### src/rtl/serial_csr_pkg.sv
package serial_csr_pkg;
  localparam int REG_W = 8;
  localparam int NREG  = 10;

  // register slot index; byte offset = slot * 4
  localparam int IDX_MODE = 0;
  localparam int IDX_BAUD = 1;
  localparam int IDX_CTRL = 2;
  localparam int IDX_TXD  = 3;
  localparam int IDX_STAT = 4;
  localparam int IDX_RXD  = 5;
  localparam int IDX_FCTL = 6;
  localparam int IDX_CNT  = 7;
  localparam int IDX_PORT = 8;
  localparam int IDX_LSR  = 9;

  localparam logic [REG_W-1:0] MASK_MODE = 8'h7B;
  localparam logic [REG_W-1:0] MASK_CTRL = 8'hFA;
  localparam logic [REG_W-1:0] MASK_PORT = 8'hF3;
  localparam logic [REG_W-1:0] RST_BAUD  = 8'hFF;
  localparam logic [REG_W-1:0] RST_CTRL  = 8'h20;

  typedef struct packed {
    logic tend;
    logic tde;
    logic brk;
    logic rdf;
    logic dr;
  } flags_t;

  function automatic logic [REG_W-1:0] pack_status(flags_t f);
    return {1'b0, f.tend, f.tde, f.brk, 2'b00, f.rdf, f.dr};
  endfunction

  // sticky flag update: set dominates clear
  function automatic logic flag_next(logic q, logic set, logic clr);
    return set ? 1'b1 : (clr ? 1'b0 : q);
  endfunction

  function automatic logic [REG_W-1:0] apply_mask(logic [REG_W-1:0] v,
                                                  logic [REG_W-1:0] m);
    return v & m;
  endfunction
endpackage

### src/rtl/serial_csr_decode.sv
module serial_csr_decode
  import serial_csr_pkg::*;
#(
  parameter int ADDR_W = 6
) (
  input  logic [ADDR_W-1:0] addr,
  input  logic              wr,
  output logic [NREG-1:0]   hit,
  output logic [NREG-1:0]   wr_hit
);
  for (genvar i = 0; i < NREG; i++) begin : g_slot
    assign hit[i]    = (addr == ADDR_W'(i * 4));
    assign wr_hit[i] = hit[i] & wr;
  end

  always_comb begin
    a_onehot_decode_r2 : assert ($onehot0(hit));
  end
endmodule

### src/rtl/serial_csr_cfg.sv
module serial_csr_cfg
  import serial_csr_pkg::*;
(
  input  logic             clk,
  input  logic             rst_n,
  input  logic [NREG-1:0]  wr_hit,
  input  logic [REG_W-1:0] wdata,
  output logic [REG_W-1:0] mode_q,
  output logic [REG_W-1:0] baud_q,
  output logic [REG_W-1:0] ctrl_q,
  output logic [REG_W-1:0] fctl_q,
  output logic [REG_W-1:0] port_q,
  output logic [REG_W-1:0] txd_q,
  output logic             txv_q,
  output logic             frst_q
);
  always_ff @(posedge clk or negedge rst_n) begin
    if (!rst_n) begin
      mode_q <= '0;
      baud_q <= RST_BAUD;
      ctrl_q <= RST_CTRL;
      fctl_q <= '0;
      port_q <= '0;
      txd_q  <= '0;
      txv_q  <= 1'b0;
      frst_q <= 1'b0;
    end else begin
      if (wr_hit[IDX_MODE]) mode_q <= apply_mask(wdata, MASK_MODE);
      if (wr_hit[IDX_BAUD]) baud_q <= wdata;
      if (wr_hit[IDX_CTRL]) ctrl_q <= apply_mask(wdata, MASK_CTRL);
      if (wr_hit[IDX_FCTL]) fctl_q <= wdata;
      if (wr_hit[IDX_PORT]) port_q <= apply_mask(wdata, MASK_PORT);
      if (wr_hit[IDX_TXD])  txd_q  <= wdata;
      txv_q  <= wr_hit[IDX_TXD];
      frst_q <= wr_hit[IDX_FCTL] & wdata[1];
    end
  end

  p_fifo_pulse_r10 : assert property (@(posedge clk) disable iff (!rst_n)
    frst_q |-> $past(wr_hit[IDX_FCTL] && wdata[1]));
  p_ctrl_mask_r2 : assert property (@(posedge clk) disable iff (!rst_n)
    wr_hit[IDX_CTRL] |=> (ctrl_q[0] == 1'b0 && ctrl_q[2] == 1'b0));
endmodule

### src/rtl/serial_csr_status.sv
module serial_csr_status
  import serial_csr_pkg::*;
(
  input  logic   clk,
  input  logic   rst_n,
  input  logic   wr_stat,
  input  flags_t keep,
  input  logic   wr_txd,
  input  logic   tx_off_wr,
  input  logic   wr_ctrl,
  input  logic   rx_ie_next,
  input  flags_t ev_set,
  output flags_t flags_q,
  output logic   irq_rx_q
);
  flags_t clr;
  flags_t nxt;
  flags_t set_all;
  logic   irq_set, irq_clr;

  always_comb begin
    clr.tend = wr_stat & ~keep.tend;
    clr.tde  = (wr_stat & ~keep.tde) | wr_txd;
    clr.brk  = wr_stat & ~keep.brk;
    clr.rdf  = wr_stat & ~keep.rdf;
    clr.dr   = wr_stat & ~keep.dr;
    set_all      = ev_set;
    set_all.tend = ev_set.tend | tx_off_wr;
    nxt.tend = flag_next(flags_q.tend, set_all.tend, clr.tend);
    nxt.tde  = flag_next(flags_q.tde,  set_all.tde,  clr.tde);
    nxt.brk  = flag_next(flags_q.brk,  set_all.brk,  clr.brk);
    nxt.rdf  = flag_next(flags_q.rdf,  set_all.rdf,  clr.rdf);
    nxt.dr   = flag_next(flags_q.dr,   set_all.dr,   clr.dr);
  end

  assign irq_set = (ev_set.rdf | ev_set.dr) & rx_ie_next;
  assign irq_clr = (wr_stat & (~keep.rdf | ~keep.dr)) | (wr_ctrl & ~rx_ie_next);

  always_ff @(posedge clk or negedge rst_n) begin
    if (!rst_n) begin
      flags_q  <= '{tend: 1'b1, tde: 1'b1, brk: 1'b0, rdf: 1'b0, dr: 1'b0};
      irq_rx_q <= 1'b0;
    end else begin
      flags_q  <= nxt;
      irq_rx_q <= flag_next(irq_rx_q, irq_set, irq_clr);
    end
  end

  p_brk_event_r9 : assert property (@(posedge clk) disable iff (!rst_n)
    ev_set.brk |=> flags_q.brk);
  p_set_wins_r5 : assert property (@(posedge clk) disable iff (!rst_n)
    (ev_set.tend && wr_stat && !keep.tend) |=> flags_q.tend);
  p_irq_drop_r7 : assert property (@(posedge clk) disable iff (!rst_n)
    (irq_clr && !irq_set) |=> !irq_rx_q);
  p_tde_clear_r8 : assert property (@(posedge clk) disable iff (!rst_n)
    (wr_txd && !ev_set.tde) |=> !flags_q.tde);
endmodule

### src/rtl/serial_csr.sv
module serial_csr
  import serial_csr_pkg::*;
#(
  parameter int ADDR_W     = 6,
  parameter int DATA_W     = 16,
  parameter int FIFO_DEPTH = 16,
  localparam int CNT_W     = $clog2(FIFO_DEPTH + 1)
) (
  input  logic              clk,
  input  logic              rst_n,
  input  logic              bus_wr,
  input  logic              bus_rd,
  input  logic [ADDR_W-1:0] bus_addr,
  input  logic [REG_W-1:0]  bus_wdata,
  output logic [DATA_W-1:0] bus_rdata,
  input  logic              set_tend,
  input  logic              set_tde,
  input  logic              set_brk,
  input  logic              set_rdf,
  input  logic              set_dr,
  input  logic [CNT_W-1:0]  rx_count,
  input  logic [REG_W-1:0]  rx_data,
  output logic              rx_pop,
  output logic [REG_W-1:0]  tx_data,
  output logic              tx_valid,
  output logic              fifo_reset,
  output logic [1:0]        rx_trig,
  output logic [REG_W-1:0]  mode_q,
  output logic [REG_W-1:0]  baud_q,
  output logic [REG_W-1:0]  ctrl_q,
  output logic [REG_W-1:0]  port_q,
  output logic              irq_tx,
  output logic              irq_rx
);
  logic [NREG-1:0]  hit, wr_hit;
  logic [REG_W-1:0] fctl_q;
  flags_t           flags_q, keep, ev_set;

  serial_csr_decode #(.ADDR_W(ADDR_W)) u_dec (
    .addr(bus_addr), .wr(bus_wr), .hit(hit), .wr_hit(wr_hit));

  serial_csr_cfg u_cfg (
    .clk(clk), .rst_n(rst_n), .wr_hit(wr_hit), .wdata(bus_wdata),
    .mode_q(mode_q), .baud_q(baud_q), .ctrl_q(ctrl_q), .fctl_q(fctl_q),
    .port_q(port_q), .txd_q(tx_data), .txv_q(tx_valid), .frst_q(fifo_reset));

  assign keep   = '{tend: bus_wdata[6], tde: bus_wdata[5], brk: bus_wdata[4],
                    rdf: bus_wdata[1], dr: bus_wdata[0]};
  assign ev_set = '{tend: set_tend, tde: set_tde, brk: set_brk,
                    rdf: set_rdf, dr: set_dr};

  // receive-interrupt enable as it will be after this cycle
  logic rx_ie_next;
  assign rx_ie_next = wr_hit[IDX_CTRL] ? bus_wdata[6] : ctrl_q[6];

  serial_csr_status u_stat (
    .clk(clk), .rst_n(rst_n),
    .wr_stat(wr_hit[IDX_STAT]), .keep(keep),
    .wr_txd(wr_hit[IDX_TXD]),
    .tx_off_wr(wr_hit[IDX_CTRL] & ~bus_wdata[5]),
    .wr_ctrl(wr_hit[IDX_CTRL]), .rx_ie_next(rx_ie_next),
    .ev_set(ev_set), .flags_q(flags_q), .irq_rx_q(irq_rx));

  assign irq_tx  = ctrl_q[7];
  assign rx_trig = fctl_q[7:6];
  assign rx_pop  = bus_rd & hit[IDX_RXD] & (rx_count != '0);

  always_comb begin
    bus_rdata = '0;
    if (hit[IDX_MODE]) bus_rdata = DATA_W'(mode_q);
    if (hit[IDX_BAUD]) bus_rdata = DATA_W'(baud_q);
    if (hit[IDX_CTRL]) bus_rdata = DATA_W'(ctrl_q);
    if (hit[IDX_STAT]) bus_rdata = DATA_W'(pack_status(flags_q));
    if (hit[IDX_RXD])  bus_rdata = DATA_W'(rx_data);
    if (hit[IDX_FCTL]) bus_rdata = DATA_W'(fctl_q);
    if (hit[IDX_CNT])  bus_rdata = DATA_W'(rx_count);
    if (hit[IDX_PORT]) bus_rdata = DATA_W'(port_q);
  end

  p_txdata_r8 : assert property (@(posedge clk) disable iff (!rst_n)
    (bus_wr && bus_addr == ADDR_W'(IDX_TXD * 4)) |=>
      (tx_valid && tx_data == $past(bus_wdata)));
  p_pop_gate_r12 : assert property (@(posedge clk) disable iff (!rst_n)
    rx_pop |-> (bus_rd && rx_count != '0));
  p_irq_tx_r6 : assert property (@(posedge clk) disable iff (!rst_n)
    (bus_wr && bus_addr == ADDR_W'(IDX_CTRL * 4)) |=> (irq_tx == $past(bus_wdata[7])));
endmodule

### config.mk
export PLATFORM = sky130hd
export DESIGN_NAME = serial_csr
export DESIGN_NICKNAME = d
export VERILOG_FILES = /design/src/rtl/serial_csr_pkg.sv /design/src/rtl/serial_csr_decode.sv /design/src/rtl/serial_csr_cfg.sv /design/src/rtl/serial_csr_status.sv /design/src/rtl/serial_csr.sv
export SDC_FILE = /design/constraint.sdc
export NUM_CORES = 1
export LEC_CHECK = 0
export CAP_MARGIN = 15
export CORE_UTILIZATION = 40
export CTS_CLUSTER_SIZE = 10
export DETAILED_ROUTE_END_ITERATION = 12
export PLACE_DENSITY = 0.76
export SLEW_MARGIN = 0
export SYNTH_ARGS = -nofsm -noshare
export SYNTH_HDL_FRONTEND = slang
export SYNTH_SLANG_ARGS = --single-unit
### constraint.sdc
create_clock -name clk -period 2 [get_ports clk]
set_clock_uncertainty 0.2 [all_clocks]
set_input_delay 0.3 -clock clk [delete_from_list [all_inputs] [get_ports clk]]
set_output_delay 0.3 -clock clk [all_outputs]
set_load 0.005 [all_outputs]
# --- After elaboration in Yosys (flattened, before gate mapping) ---
# Cells that the tools add are included.
word_totals:
  ff_bits: 50
  inputBits: 36
  word_cells: 81
classes:
  eq_ne: 8
  mux: 21
  bitwise_logic: 30
  reduce_logical: 8
ops:
  columns: ["operator", "count"]
  rows:
  - ["$mux W16", 7]
  - ["$eq A6 B5 Y1 const B", 4]
  - ["$and A1 B1 Y1", 19]
  - ["$mux W1", 13]
  - ["$eq A6 B4 Y1 const B", 2]
  - ["$reduce_bool A2 Y1", 6]
  - ["$mux W7", 1]
  - ["$eq A6 B3 Y1 const B", 1]
  - ["$eq A6 B6 Y1 const B", 1]
  - ["$logic_not A6 Y1", 1]
  - ["$not A1 Y1", 6]
  - ["$or A1 B1 Y1", 5]
  - ["$reduce_bool A5 Y1", 1]

# --- Logic depth before layout (Yosys ltp) ---
# Gate-level depths: netlist (run 1).
depth:
  word_depth: 9
  depth_mapped: 6

# --- By module ---
# Synthesis (run 1) repeated with hierarchy kept, for this count alone.
unflattened:
  hier_cells: 248
  hier_area_um2: 2925.3
modules_own_cells:
  columns: ["module", "instances", "cells_per_inst", "area_each_um2", "seq_area_each_um2"]
  rows:
  - ["serial_csr_cfg", 1, 100, 1866.8, 1112.3]
  - ["serial_csr", 1, 93, 603.1, 0.0]
  - ["serial_csr_status", 1, 22, 267.8, 152.6]
  - ["serial_csr_decode", 1, 33, 187.7, 0.0]

# --- Least setup slack after synthesis (run 1) ---
# OpenSTA, ideal clock, no wires.
synth_path:
  kind: "in2out"
  start: "input port bus_addr[0]"
  end: "output port bus_rdata[5]"
  arrival_ns: 1.543
  required_time_ns: 1.500
  path_slack_ns: -0.043
  path_stages: 5
  path_buffers: 1
  cell_sequence: "clkbuf_1 > or4b_1 > nor3_2 > a22oi_1 > o211ai_1"
synth_via:
  elab_chain_len: 9
synth_rtl:
  columns: ["element", "line_no", "source"]
  rows:
  - ["start: declaration", "serial_csr.sv:13", "input logic [ADDR_W-1:0] bus_addr,"]
  - ["$logic_not A6 Y1", "serial_csr_decode.sv:12", "assign hit[i] = (addr == ADDR_W'(i * 4));"]
  - ["$mux W7", "serial_csr.sv:70", "if (hit[IDX_MODE]) bus_rdata = DATA_W'(mode_q);"]
  - ["$mux W16", "serial_csr.sv:71", "if (hit[IDX_BAUD]) bus_rdata = DATA_W'(baud_q);"]
  - ["$mux W16", "serial_csr.sv:72", "if (hit[IDX_CTRL]) bus_rdata = DATA_W'(ctrl_q);"]
  - ["$mux W16", "serial_csr.sv:73", "if (hit[IDX_STAT]) bus_rdata = DATA_W'(pack_status(flags_q));"]
  - ["$mux W16", "serial_csr.sv:74", "if (hit[IDX_RXD]) bus_rdata = DATA_W'(rx_data);"]
  - ["$mux W16", "serial_csr.sv:75", "if (hit[IDX_FCTL]) bus_rdata = DATA_W'(fctl_q);"]
  - ["$mux W16", "serial_csr.sv:76", "if (hit[IDX_CNT]) bus_rdata = DATA_W'(rx_count);"]
  - ["$mux W16 *", "serial_csr.sv:77", "if (hit[IDX_PORT]) bus_rdata = DATA_W'(port_q);"]
  - ["end: declaration", "serial_csr.sv:15", "output logic [DATA_W-1:0] bus_rdata,"]
# Every way passes the cells marked *; elsewhere a longest branch is shown, timed or not.

# --- Worst setup path in the final report (run 1) ---
layout_path:
  start: "input port bus_addr[5]"
  end: "output port bus_rdata[7]"
layout_via:
  elab_chain_len: 8
layout_rtl:
  columns: ["element", "line_no"]
  rows:
  - ["$eq A6 B3 Y1", "serial_csr_decode.sv:12"]
  - ["$mux W16", "serial_csr.sv:71"]
  - ["$mux W16", "serial_csr.sv:72"]
  - ["$mux W16", "serial_csr.sv:73"]
  - ["$mux W16", "serial_csr.sv:74"]
  - ["$mux W16", "serial_csr.sv:75"]
  - ["$mux W16", "serial_csr.sv:76"]
  - ["$mux W16 *", "serial_csr.sv:77"]
# Marked as above.

==> results of run 1 <==
per-layer routing:
layer | vias up | track usage
met1 | 1127 | 0.273
met4 | 0 | 0.0549
met3 | 4 | 0.0457
li1 | 1040 | -
met5 | - | 0
met2 | 84 | 0.348
sequential cells by signal (all words and copies together), names as in the netlist:
register and cells:
u_cfg.mode_q 6, u_cfg.txv_q 1, u_cfg.ctrl_q 6, u_cfg.txd_q 8
u_stat.flags_q 5, u_cfg.port_q 6, u_cfg.baud_q 8, u_cfg.fctl_q 8
u_stat.irq_rx_q 1, u_cfg.frst_q 1
final cells by class:
cell class                      count  share of cell area
Tap cell                           77              0.0238
Clock inverter                      1             0.00216
Clock buffer                        7              0.0238
Inverter                            2             0.00185
Timing Repair Buffer              134               0.303
Multi-Input combinational cell    157               0.334
Sequential cell                    50               0.312
power breakdown:
part	switching (mW)	leakage (nW)	internal, mW	total [mW]
Clock	0.337	0.0544	0.318	0.655
Combinational	0.223	1.18	0.405	0.628
Sequential	0.0817	0.617	1.15	1.23
worst max-delay path by stage:
| stage | start | end | slack, ns |
|---|---|---|---|
| final | bus_addr[5] | bus_rdata[7] | -0.24 |
| after global routing | bus_addr[5] | bus_rdata[7] | -0.29 |
| after CTS | bus_addr[2] | bus_rdata[1] | -0.29 |
| after detailed placement | bus_addr[5] | bus_rdata[7] | -1.06 |
| after global placement | bus_addr[5] | bus_rdata[7] | -0.96 |
| after floorplan | bus_addr[1] | bus_rdata[5] | 0.002 |
placed cells by master (no fill, tap or decap), types with 3 or more instances in the layout:
cell type,synthesis,layout
sky130_fd_sc_hd__conb_1,1,14
sky130_fd_sc_hd__dfstp_2,11,11
sky130_fd_sc_hd__buf_6,0,13
sky130_fd_sc_hd__nand2b_1,6,6
sky130_fd_sc_hd__buf_2,2,12
sky130_fd_sc_hd__mux2i_1,3,3
sky130_fd_sc_hd__a22oi_2,0,3
sky130_fd_sc_hd__o21ai_0,11,9
sky130_fd_sc_hd__nor2_1,6,6
sky130_fd_sc_hd__and2_4,0,3
sky130_fd_sc_hd__a21oi_1,6,5
sky130_fd_sc_hd__buf_4,18,37
sky130_fd_sc_hd__dlygate4sd2_1,0,3
sky130_fd_sc_hd__o211ai_1,4,4
sky130_fd_sc_hd__clkdlybuf4s50_1,0,65
sky130_fd_sc_hd__dfrtp_1,39,39
sky130_fd_sc_hd__clkbuf_8,0,7
sky130_fd_sc_hd__a22oi_1,6,3
sky130_fd_sc_hd__nand3b_1,4,4
sky130_fd_sc_hd__mux2_1,34,34
sky130_fd_sc_hd__nand2_1,9,7
sky130_fd_sc_hd__nand2_2,2,4
sky130_fd_sc_hd__mux2_4,6,6
sky130_fd_sc_hd__o22ai_2,0,3
sky130_fd_sc_hd__nor3_1,3,3
kinds of logic (layout without fill, tap and decap cells):
group / after synthesis / in the layout / share of synthesized area
and+or+nand+nor: 54 / 54 / 0.137
DFF: 50 / 50 / 0.479
muxes: 45 / 45 / 0.203
AOI/OAI and AO/OA: 44 / 44 / 0.111
buffers and inverters: 29 / 144 / 0.0678
other: 1 / 14 / 0.00142
what timing repair did:
action	in CTS	in global routing
hold buffers	1	0
buffers inserted	8	2
pin swaps	13	18
hold endpoints to repair	39	0
resized for setup	81	24
endpoints found under the setup margin	54	24
==> metrics.txt, run 1 <==
fillers 515; Area growth syn-to-layout 53.5%; Max-cap violations 0; fraction of the yosys area taken by sequential cells 0.479; number of nets in the layout 386; global-route wire length before repair 11,300 microns; logic depth of the worst register-to-register path 2; most common flop cell mapped by yosys sky130_fd_sc_hd__dfrtp_1; floorplan core area 0.00635 sq mm; post-route core utilization 0.638; most numerous cell in the Yosys netlist sky130_fd_sc_hd__dfrtp_1; logic depth of the worst path, buffers included 8; number of buffers added on ports 84; Met3 Wirelength 372 microns; maximum number of pins on one net before global-route repair 51; ratio of cells with drive above 1 in the final layout 0.345; vias post-DR 2,255; remaining number of nets flagged by the antenna check after routing 0; capture endpoint of the worst hold path u_cfg.txd_q[0]; most frequent cell on the critical path sky130_fd_sc_hd__buf_2; number of I/O pins 99; number of detailed-route iterations in the first pass 4; endpoint of the most critical register-to-register path u_cfg.mode_q[0]; clock-pin slew on the worst setup and hold paths 0.09 ns; number of global-route vias before repair 2,226; weighted congestion reported at the end of routability-driven placement 0.851; number of buffers on the longest clock path 2; number of cells in the design after placement 409; effective utilization at floorplan 0.416; metal1 wirelength 3090 microns; synth top area cells sky130_fd_sc_hd__dfrtp_1, sky130_fd_sc_hd__mux2_1, sky130_fd_sc_hd__dfstp_2, sky130_fd_sc_hd__buf_4, sky130_fd_sc_hd__mux2_4; violated checks setup timing; share of the clock period used by the worst path 1.12; reg-to-reg setup timing slack 0.88 ns; height of the chip 83.2 microns; minimum setup slack in the final design -0.237 ns; Inserted Clock Buffers 5; number of buffers and inverters on the critical path 4; multi-input combinational cell area 0.00135 sq mm; worst setup path category input port to output port; top cell types by occurrence after synthesis sky130_fd_sc_hd__dfrtp_1, sky130_fd_sc_hd__mux2_1, sky130_fd_sc_hd__buf_4; buffer type at the clock tree root sky130_fd_sc_hd__clkbuf_8; async set or reset register ratio after synthesis 1.00; mean number of vias per cell 5.27; final non-filler cell area 0.00405 sq mm; Final Instance Count excl. Fillers 428; GR Overflow Total 0; R2R Path Start u_cfg.mode_q[0]; critical-path maximum fanout 4; path class of the lowest-slack min-delay path flop to flop; number of synthesized register bits 50; horizontal extent of the die 83.2 microns; Yosys cell types 52; total met2 wirelength after detailed routing 3650 microns; overall power after layout 2.51 mW; largest area contributor in the netlist sky130_fd_sc_hd__dfrtp_1; required time of the worst setup path 1.50 ns; Finish-stage setup viols 8; status finished, violations left; cell type group with the largest total delay on the critical path compound AO/OA/AOI/OAI gates; unrepaired setup endpoints after global routing yes; largest voltage drop on the vdd net 0.000501 V; final routed DRC violation total 0; aggregate global-route resource usage 0.208; Top Metal Used met4; average wire length per cell after detail routing 16.8 microns; Reg area 0.00126 sq mm; number of antenna violations at the first check in global routing 0; post-detail-place hpwl 5200 microns; number of instances in the synthesized netlist 223; number of endpoints with negative hold slack in the final report 0; crit end category output port; crit-path max cell delay 0.31 ns; cell row count 29; post-synthesis area per instance 11.8 sq um; final hold slack 0.294 ns; CTS tree built; DRC marker count from the first detailed-route iteration 86; list of cells traversed by the critical path buf_2 > buf_6 > buf_4 > nor4_4 > a21boi_1 > a211oi_2 > o31ai_1 > buf_2; proportion of netlist area held by the largest area contributor 0.370; post-route minimum period 2.24 ns; Peak Freq 447 MHz; aggregate routed wire length 7170 microns; leakage power total 1.85 nW; clk sink count 50; area enclosed by the die boundary 0.00693 sq mm; Cell Area, Synth 0.00264 sq mm; sort of element at the start of the critical path input port; maximum level of the CTS H-tree 2; setup slack after placement -1.06 ns; Placed Area 0.00378 sq mm; insertion delay to the later sink of the worst-skew pair 0.30 ns; number of flops mapped to enable cells by yosys 0; post-route setup TNS -1.54 ns; Min-Delay Path Depth 1; Yosys warnings 0; ratio of total power to cell area 620 mW/mm^2; Crit path arrival time 1.74 ns; diodes inserted 0; hold path startpoint u_cfg.txd_q[0]; final slew viol count 0; Critical Path Slowest Stage Cell sky130_fd_sc_hd__nor4_4
No activity file was read; power rests on OpenSTA's default activity.
==> run 2, diff against run 1 <==
SETUP_SLACK_MARGIN = 0.5   (was not set)
==> metrics.txt, run 2 (synthesis gave the netlist of run 1 again) <==
post-route minimum period 2.38 ns; Finish-stage setup viols 15; post-route core utilization 0.729; maximum number of pins on one net before global-route repair 51; clock-pin slew on the worst setup and hold paths 0.10 ns; average wire length per cell after detail routing 19.0 microns; weighted congestion reported at the end of routability-driven placement 0.861; commonest non-fill, non-tap cells in the layout sky130_fd_sc_hd__buf_6, sky130_fd_sc_hd__buf_4, sky130_fd_sc_hd__mux2_4; remaining number of nets flagged by the antenna check after routing 0; post-detail-place hpwl 5360 microns; required time of the worst setup path 1.50 ns; number of I/O pins 99; logic depth of the worst register-to-register path 3; number of cells in the design after placement 416; share of the clock period used by the worst path 1.19; number of buffers on the longest clock path 2; Final Instance Count excl. Fillers 469; final routed DRC violation total 0; crit end category output port; Max-cap violations 0; cell row count 29; maximum level of the CTS H-tree 2; final hold slack 0.296 ns; reg-to-reg setup timing slack 0.77 ns; Inserted Clock Buffers 5; ratio of cells with drive above 1 in the final layout 0.564; fillers 409; Largest regs u_cfg.baud_q (8), u_cfg.fctl_q (8), u_cfg.txd_q (8); most common cell after layout, fill and taps aside sky130_fd_sc_hd__buf_6; violated checks setup timing; number of antenna violations at the first check in global routing 0; CTS tree built; horizontal extent of the die 83.2 microns; diodes inserted 0; leakage power total 2.29 nW; GR Overflow Total 0; sort of element at the start of the critical path input port; global-route wire length before repair 14,100 microns; largest voltage drop on the vdd net 0.000465 V; minimum setup slack in the final design -0.378 ns; aggregate routed wire length 8910 microns; R2R Path Start u_cfg.ctrl_q[6]; final slew viol count 0; number of nets in the layout 427; mean number of vias per cell 5.30; ratio of total power to cell area 601 mW/mm^2; path class of the lowest-slack min-delay path input port to async pin; setup slack after placement -1.11 ns; Crit path arrival time 1.88 ns; vias post-DR 2,486; area enclosed by the die boundary 0.00693 sq mm; clk sink count 50; insertion delay to the later sink of the worst-skew pair 0.32 ns; Peak Freq 421 MHz; worst setup path category input port to output port; DRC marker count from the first detailed-route iteration 145; status finished, violations left; effective utilization at floorplan 0.416; floorplan core area 0.00635 sq mm; buffer type at the clock tree root sky130_fd_sc_hd__clkbuf_8; post-route setup TNS -3.22 ns; number of detailed-route iterations in the first pass 4; critical-path maximum fanout 3; number of buffers added on ports 84; number of global-route vias before repair 2,675; endpoint of the most critical register-to-register path u_cfg.ctrl_q[6]; height of the chip 83.2 microns; number of endpoints with negative hold slack in the final report 0; unrepaired setup endpoints after global routing yes; Area growth syn-to-layout 75.5%; aggregate global-route resource usage 0.263
-- run 2: timing repair --
action | CTS | global route
hold buffers | 1 | 0
setup endpoints to repair | 99 | 76
gates cloned | 1 | 0
resized for setup | 272 | 30
hold endpoints to repair | 39 | 0
setup buffers | 36 | 7
pin swaps | 23 | 15
-- run 2: worst max-delay path by stage --
stage | startpoint | endpoint | slack (ns) | depth (start not counted)
3_3_place_gp | bus_addr[1] | bus_rdata[1] | -1.05 | 8
4_1_cts | bus_addr[3] | bus_rdata[4] | -0.32 | 6
2_1_floorplan | bus_addr[1] | bus_rdata[5] | 0.008 | 5
3_5_place_dp | bus_addr[5] | bus_rdata[4] | -1.11 | 6
6_report | bus_addr[2] | bus_rdata[0] | -0.38 | 8
5_1_grt | bus_addr[2] | bus_rdata[1] | -0.45 | 8
-- run 2: area by class of cell --
class,instances,area [sq um],area share
clock inverters,2,37.5,0.00810
inverters,2,7.51,0.00162
well taps,77,96.3,0.0208
flip-flops and latches,50,1260,0.273
clock buffers,6,72.6,0.0157
repair buffers,175,1590,0.344
multi-input cells,157,1560,0.337
-- run 2: power breakdown --
group / switching [mW] / internal (mW)
Clock: 0.361 / 0.374
Combinational: 0.292 / 0.530
Sequential: 0.0784 / 1.15
Total: 0.732 / 2.05
-- run 2: layer usage --
layer / routed length, microns / up-vias / global-route usage / share of wire
met2: 4500 / 110 / 0.438 / 0.50
met3: 498 / 15 / 0.0606 / 0.056
met5: 0 / - / 0 / 0
met1: 3740 / 1243 / 0.333 / 0.42
li1: - / 1118 / - / -
met4: 173 / 0 / 0.0987 / 0.019
-- run 2: critical path, stage by stage --
cell and delay (ns):
sky130_fd_sc_hd__buf_8 0.10, sky130_fd_sc_hd__or4b_4 0.57, sky130_fd_sc_hd__buf_6 0.14, sky130_fd_sc_hd__a211oi_2 0.27
sky130_fd_sc_hd__buf_4 0.18, sky130_fd_sc_hd__a221oi_1 0.05, sky130_fd_sc_hd__nor2_1 0.14, sky130_fd_sc_hd__buf_2 0.14
-- run 2: per-stage QoR --
step                      cell area, sq um  power (mW)
after floorplan                       2760        1.47
after CTS                             4500        2.73
after global routing                  4630        2.90
final                                 4630        2.78
after global placement                3840        1.87
after detailed placement              3840        1.88
==> run 3, diff against run 2 <==
CELL_PAD_IN_SITES_DETAIL_PLACEMENT = 1   (was not set)
CELL_PAD_IN_SITES_GLOBAL_PLACEMENT = 2   (was not set)
CORE_UTILIZATION = 25   (was 40)
PLACE_DENSITY = not set   (was 0.76)
PLACE_DENSITY_LB_ADDON = 0.1   (was not set)
==> metrics.txt, run 3 (synthesis gave the netlist of run 1 again) <==
average wire length per cell after detail routing 17.1 microns; commonest non-fill, non-tap cells in the layout sky130_fd_sc_hd__buf_6, sky130_fd_sc_hd__buf_4, sky130_fd_sc_hd__dfrtp_1; mean number of vias per cell 4.46; share of the clock period used by the worst path 1.14; Largest regs u_cfg.baud_q (8), u_cfg.fctl_q (8), u_cfg.txd_q (8); floorplan core area 0.0103 sq mm; final slew viol count 0; crit end category output port; number of I/O pins 99; effective utilization at floorplan 0.257; Crit path arrival time 1.78 ns; sort of element at the start of the critical path input port; leakage power total 2.26 nW; global-route wire length before repair 14,800 microns; most common cell after layout, fill and taps aside sky130_fd_sc_hd__buf_6; R2R Path Start u_cfg.ctrl_q[7]; aggregate routed wire length 9010 microns; DRC marker count from the first detailed-route iteration 67; timing startpoint of the critical path bus_addr[3]; area enclosed by the die boundary 0.0110 sq mm; weighted congestion reported at the end of routability-driven placement 0.785; path class of the lowest-slack min-delay path flop to flop; Area growth syn-to-layout 79.9%; number of buffers added on ports 84; cell row count 37; clk sink count 50; Placed Area 0.00396 sq mm; multi-input combinational cell area 0.00154 sq mm; number of antenna violations at the first check in global routing 0; height of the chip 105 microns; unrepaired setup endpoints after global routing yes; ratio of total power to cell area 565 mW/mm^2; maximum level of the CTS H-tree 2; post-route setup TNS -1.87 ns; Finish-stage setup viols 9; final non-filler cell area 0.00475 sq mm; overall power after layout 2.68 mW; post-route minimum period 2.28 ns; CTS tree built; number of nets in the layout 426; minimum setup slack in the final design -0.276 ns; clock-pin slew on the worst setup and hold paths 0.09 ns; required time of the worst setup path 1.50 ns; reg-to-reg setup timing slack 0.69 ns; final routed DRC violation total 0; Reg area 0.00127 sq mm; Inserted Clock Buffers 5; number of buffers on the longest clock path 2; horizontal extent of the die 105 microns; hold path startpoint u_stat.flags_q[0]; insertion delay to the later sink of the worst-skew pair 0.30 ns; Peak Freq 439 MHz; violated checks setup timing; remaining number of nets flagged by the antenna check after routing 0; vias post-DR 2,352; diodes inserted 0; buffer type at the clock tree root sky130_fd_sc_hd__clkbuf_8; GR Overflow Total 0; maximum number of pins on one net before global-route repair 51; ratio of cells with drive above 1 in the final layout 0.545; final hold slack 0.284 ns; worst setup path category input port to output port; status finished, violations left; number of detailed-route iterations in the first pass 4; largest voltage drop on the vdd net 0.000314 V; number of global-route vias before repair 2,595; critical-path maximum fanout 5; post-detail-place hpwl 6310 microns; aggregate global-route resource usage 0.174; Max-cap violations 0; fillers 1,125; number of endpoints with negative hold slack in the final report 0
run 3: cell types whose count changed in the layout (fill, tap and decap cells not counted), moves of 4 or more:
cell,previous run,this run
sky130_fd_sc_hd__buf_12,1,5
sky130_fd_sc_hd__buf_2,21,15
sky130_fd_sc_hd__buf_4,46,39
sky130_fd_sc_hd__buf_6,54,65
sky130_fd_sc_hd__mux2_1,1,7
sky130_fd_sc_hd__mux2_4,40,33
run 3: layout make-up:
| type | count | area share |
|---|---|---|
| Inverter | 2 | 0.00158 |
| Clock buffer | 7 | 0.0161 |
| Tap cell | 136 | 0.0358 |
| Sequential cell | 50 | 0.267 |
| Clock inverter | 1 | 0.00158 |
| Multi-Input combinational cell | 157 | 0.325 |
| Timing Repair Buffer | 174 | 0.353 |
run 3: critical path: stages:
cell                      delay [ns]
sky130_fd_sc_hd__buf_6          0.10
sky130_fd_sc_hd__or4b_4         0.56
sky130_fd_sc_hd__or3_4          0.41
sky130_fd_sc_hd__o22ai_4        0.20
sky130_fd_sc_hd__a31oi_4        0.06
sky130_fd_sc_hd__buf_2          0.15
run 3: final timing paths:
| kind | cells past startpoint | end |
|---|---|---|
| max | 6 | bus_rdata[4] |
| min | 1 | u_stat.flags_q[0] |
| max reg2reg | 4 | u_cfg.ctrl_q[7] |
| min reg2reg | 1 | u_stat.flags_q[0] |
| max in group asynchronous | 3 | u_cfg.baud_q[2] |
| min in group asynchronous | 3 | u_cfg.fctl_q[7] |
run 3: metal layers:
| layer | routed length [microns] | track usage | up-vias |
|---|---|---|---|
| li1 | - | - | 1116 |
| met1 | 4140 | 0.230 | 1172 |
| met2 | 4480 | 0.299 | 56 |
| met3 | 300 | 0.0299 | 8 |
| met4 | 97 | 0.0372 | 0 |
| met5 | 0 | 0 | - |
run 3: report_power, final:
part	total, mW	internal, mW	switching, mW
Sequential	1.22	1.15	0.0779
Combinational	0.865	0.568	0.298
Clock	0.595	0.249	0.346
Total	2.68	1.96	0.722
run 3: timing repair:
| action | 4_1_cts | 5_1_grt |
|---|---|---|
| gates cloned | 0 | 0 |
| setup buffers | 33 | 6 |
| resized for setup | 295 | 17 |
| pin swaps | 18 | 6 |
| hold endpoints to repair | 39 | 0 |
| setup endpoints to repair | 99 | 81 |
| hold buffers | 1 | 0 |
run 3: stage by stage:
step           instances   util  setup WS (ns)
2_1_floorplan        236      -        0.00813
3_3_place_gp         479  0.385          -1.19
3_5_place_dp         479  0.385          -1.14
4_1_cts              521  0.455         -0.310
5_1_grt              527  0.462         -0.337
6_report             527  0.462         -0.276
